File: src/rtl/xonxoff_detector.sv
module xonxoff_detector #(
  parameter int W = 8,
  parameter logic [7:0] KEY = 8'hBF
) (
  input  logic         clk,
  input  logic         rst_n,
  input  logic         flow_en,
  input  logic         two_byte,
  input  logic [7:0]   lcr_val,
  input  logic         reg_wr,
  input  logic         reg_rd,
  input  logic [1:0]   reg_addr,
  input  logic [W-1:0] reg_wdata,
  output logic [W-1:0] reg_rdata,
  input  logic         rx_valid,
  input  logic [W-1:0] rx_data,
  output logic         rx_out_valid,
  output logic [W-1:0] rx_out_data,
  output logic         xon_hit,
  output logic         xoff_hit,
  output logic         tx_enable
);

  logic [W-1:0] chr [4];
  logic pend_on, pend_off, suspended;

  wire gate_open = (lcr_val == KEY);
  wire take      = rx_valid & flow_en;

  wire eq_on_a  = (rx_data == chr[0]);
  wire eq_on_b  = (rx_data == chr[1]);
  wire eq_off_a = (rx_data == chr[2]);
  wire eq_off_b = (rx_data == chr[3]);

  wire off_now = take & (two_byte ? (pend_off & eq_off_b) : eq_off_a);
  wire on_now  = take & ~off_now & (two_byte ? (pend_on & eq_on_b) : eq_on_a);
  wire any_now = off_now | on_now;

  always_ff @(posedge clk) begin
    if (!rst_n) begin
      for (int i = 0; i < 4; i++) chr[i] <= '0;
      reg_rdata <= '0;
    end else begin
      if (reg_wr && gate_open) chr[reg_addr] <= reg_wdata;
      reg_rdata <= (reg_rd && gate_open) ? chr[reg_addr] : '0;
    end
  end

  always_ff @(posedge clk) begin
    if (!rst_n) begin
      pend_on  <= 1'b0;
      pend_off <= 1'b0;
    end else if (!flow_en || !two_byte) begin
      pend_on  <= 1'b0;
      pend_off <= 1'b0;
    end else if (rx_valid) begin
      pend_on  <= eq_on_a  & ~any_now;
      pend_off <= eq_off_a & ~any_now;
    end
  end

  always_ff @(posedge clk) begin
    if (!rst_n) begin
      suspended    <= 1'b0;
      rx_out_valid <= 1'b0;
      rx_out_data  <= '0;
      xon_hit      <= 1'b0;
      xoff_hit     <= 1'b0;
    end else begin
      rx_out_valid <= rx_valid;
      if (rx_valid) rx_out_data <= rx_data;
      xon_hit  <= on_now;
      xoff_hit <= off_now;
      if (!flow_en)     suspended <= 1'b0;
      else if (off_now) suspended <= 1'b1;
      else if (on_now)  suspended <= 1'b0;
    end
  end

  assign tx_enable = ~(suspended & flow_en);

endmodule

File: config.mk
export PLATFORM = sky130hd
export DESIGN_NAME = xonxoff_detector
export DESIGN_NICKNAME = d
export VERILOG_FILES = /design/src/rtl/xonxoff_detector.sv
export SDC_FILE = /design/constraint.sdc
export NUM_CORES = 1
export LEC_CHECK = 0
export BUFFER_PORTS_ARGS = -buffer_cell sky130_fd_sc_hd__buf_2
export CAP_MARGIN = 20
export CORE_MARGIN = 5
export CORE_UTILIZATION = 40
export CTS_BUF_LIST = sky130_fd_sc_hd__clkbuf_2 sky130_fd_sc_hd__clkbuf_4 sky130_fd_sc_hd__clkbuf_8
export CTS_CLUSTER_DIAMETER = 60
export DETAILED_ROUTE_END_ITERATION = 8
export SLEW_MARGIN = 10
export SYNTH_ARGS = -nofsm -noshare
export SYNTH_HDL_FRONTEND = slang
export SYNTH_SLANG_ARGS = --single-unit
export TNS_END_PERCENT = 30
File: constraint.sdc
create_clock -name clk -period 2 [get_ports clk]
set_clock_uncertainty 0.2 [all_clocks]
set_input_delay 0.5 -clock clk [delete_from_list [all_inputs] [get_ports clk]]
set_output_delay 0.5 -clock clk [all_outputs]
set_load 0.1 [all_outputs]
==> results.toml <==
[logic_synthesis]
yosys.area.top_type_share = 0.3612
synth_edf_count = 32
synth_area_um2 = 2660
synthTopCellsByArea = "edfxtp_1 (36%), dfxtp_1 (17%), xnor2_1 (9.5%)"
ys_warn_count = 0
synth_seq_cells = 54
yosysTopAreaCell = "edfxtp_1"
synthDistinctLibCells = 33
ys_seq_area_frac = 0.5268
async_flop_share = 0
synth_cells = 214
mappedNetlistNets = 247
avgSynthCellArea_um2 = 12.43
ys_dominant_reg_cell = "edfxtp_1"

[critical_path]
reg2reg_from = "chr[0][3]"
cpMaxStageDelayCell = "buf_2"
cp_data_required_time_ns = 1.30
crit_fanout = 2
cp-start-kind = "flip-flop"
worstSetupStartpoint = "rx_out_data[6]"
critical_path.cell_chain = "buf_2"
worst-setup-path-type = "reg2out"
cp_num_buf_inv = 1
crit_family = "buffers and inverters"
arrival_ns = 1.10
slowest_delay_ns = 0.43
crit_path_end_kind = "output port"

[route]
wire_per_inst_um = 16.29
dr.pass1.iters = 4
routed_wirelength_um = 5701
antenna_left = 0
route.detailed.drc = 0
wl_met2_um = 2599
drt_iter0_markers = 66
vias = 1725
top_layer = "met4"
wl_met3_um = 308
wl_met1_um = 2755
vias_per_cell = 4.929

[floorplanning]
core-area_um2 = 6422
die_h_um = 91.55
start_util = 0.4142
die_area_um2 = 8381
die_x_um = 91.55
io-pin-count = 53
rows = 29

[min_path]
min_from = "pend_off"
hp-class = "reg2reg"

[sta]
slew-limit-headroom = 0.6688
finalCritPeriodShare = 0.8976
hold_violations = 0
tightest_slew_ns = 0.4950
rsz0062_at_grt = "no"
hold_ws_ns = 0.2649
timing.fmax_mhz = 557.1
period_minus_slack_ns = 1.795
setup_viol = 0
report.final.slew_viol_count = 0

[placement]
dp_hpwl_um = 4572
numPortBuffers = 52
gp_congestion = 0.7550

[finish]
nNetsFinal = 305
fin_util = 0.4867
antenna_cells = 0
fillers = 589
area_growth_pct = 17.50
drive_gt1_frac = 0.3223

[clock_network]
clockBufferDepth = 2
h-tree-depth = 2
post_cts_buffers = 0
clock-root-buffer = "clkbuf_8"
post_cts_resize_count = 0
clkSlewWorstSetupHoldPaths_ns = 0.10
clock_sinks = 54
clock_latency_ns = 0.31
cts_tree = "yes"
cts_made_buffers = 5
postCtsHoldBufs = 0

[global_route]
grt.total_usage = 0.1406
grt_pass1_vias = 1720
antenna_found_initial = 0
grt_pass1_wl_um = 9225
grt_max_degree = 19
grt_overflow_total = 0

[pwr]
ir_worst_vdd_mv = 0.4171
leakagePower_nw = 1.206
powerDensity_nw_per_um2 = 707.7

[job]
cap_violations = 0

[status]
status = "finished, final reports clean"
final timing paths:
kind | end | slack (ns) | depth (start not counted)
setup / recovery | rx_out_data[6] | 0.20 | 1
setup reg to reg | xon_hit | 0.28 | 5
hold / removal | pend_off | 0.26 | 2
hold reg to reg | pend_off | 0.26 | 2
cells in the mapped netlist (4+ instances only):
| master | instances |
|---|---|
| and2_1 | 33 |
| edfxtp_1 | 32 |
| xnor2_1 | 29 |
| dfxtp_1 | 22 |
| nor2_1 | 13 |
| nand2_1 | 10 |
| nor2b_1 | 9 |
| mux2i_1 | 8 |
| mux4_2 | 8 |
| buf_6 | 7 |
| nand4_1 | 7 |
| nand3_1 | 4 |
power breakdown:
group | internal [mW] | switching (mW)
sequential | 1.22 | 0.0324
combinational | 0.131 | 0.195
clock | 0.253 | 0.382
total | 1.60 | 0.609
per-layer routing:
metal	global-route usage	vias up
li1	-	856
met1	0.1996	814
met2	0.2167	51
met3	0.03554	4
met4	0.03141	0
met5	0	-
layout make-up:
cell class / instances / area, um^2 / area share
repair buffers: 63 / 382.9 / 0.1225
multi-input cells: 147 / 1150 / 0.3679
clock inverters: 3 / 22.52 / 0.007206
inverters: 1 / 3.754 / 0.001201
well taps: 77 / 96.34 / 0.03082
clock buffers: 5 / 68.82 / 0.02202
flip-flops and latches: 54 / 1401 / 0.4484
metrics by stage:
step / cell area [um^2] / cells / setup TNS (ns) / total power, mW / setup WS, ns
4_1_cts: 3126 / 350 / 0 / 2.247 / 0.1866
6_report: 3126 / 350 / 0 / 2.212 / 0.2048
3_3_place_gp: 3034 / 342 / -0.7543 / 1.605 / -0.04764
2_1_floorplan: 2660 / 214 / -3.326 / 1.512 / -0.1325
5_1_grt: 3126 / 350 / 0 / 2.311 / 0.1369
3_5_place_dp: 3034 / 342 / -1.433 / 1.608 / -0.07939
sequential cells by signal, summed over array words and instances (netlist names):
name,count
rx_out_data,8
reg_rdata,8
chr,32
pend_off,1
xon_hit,1
suspended,1
pend_on,1
xoff_hit,1
rx_out_valid,1
cells in the final DEF, fill, tap and decap left out:
| cell | instances |
|---|---|
| buf_2 | 51 |
| and2_1 | 33 |
| edfxtp_1 | 32 |
| xnor2_1 | 29 |
| dfxtp_1 | 22 |
| nor2_1 | 13 |
| nand2_1 | 10 |
| nor2b_1 | 9 |
| buf_4 | 9 |
| mux4_2 | 8 |
| mux2i_1 | 8 |
| nand4_1 | 7 |
| clkbuf_8 | 5 |
| nand3_1 | 4 |
| nand2b_1 | 3 |
| nor4_2 | 3 |
| buf_12 | 3 |
| nor3b_2 | 2 |
| o21ai_0 | 2 |
| nor3_1 | 2 |
| xor2_1 | 2 |
| o31ai_1 | 2 |
| inv_6 | 2 |
| inv_1 | 1 |
| nand4b_1 | 1 |
| nor3_2 | 1 |
| or2_4 | 1 |
| xnor2_2 | 1 |
| nand4_2 | 1 |
| or2_1 | 1 |
| and3_1 | 1 |
| o221ai_1 | 1 |
| or3_1 | 1 |
| a21oi_1 | 1 |
| clkinvlp_2 | 1 |
logic make-up after synthesis:
group           after synthesis  share of synthesized area
xor+xnor                     32                     0.1082
mux                          16                    0.09784
buf+inv                      13                    0.04092
flops                        54                     0.5268
compound gates                6                    0.01458
simple gates                 93                     0.2117
Power figures use the tool's default switching activity.
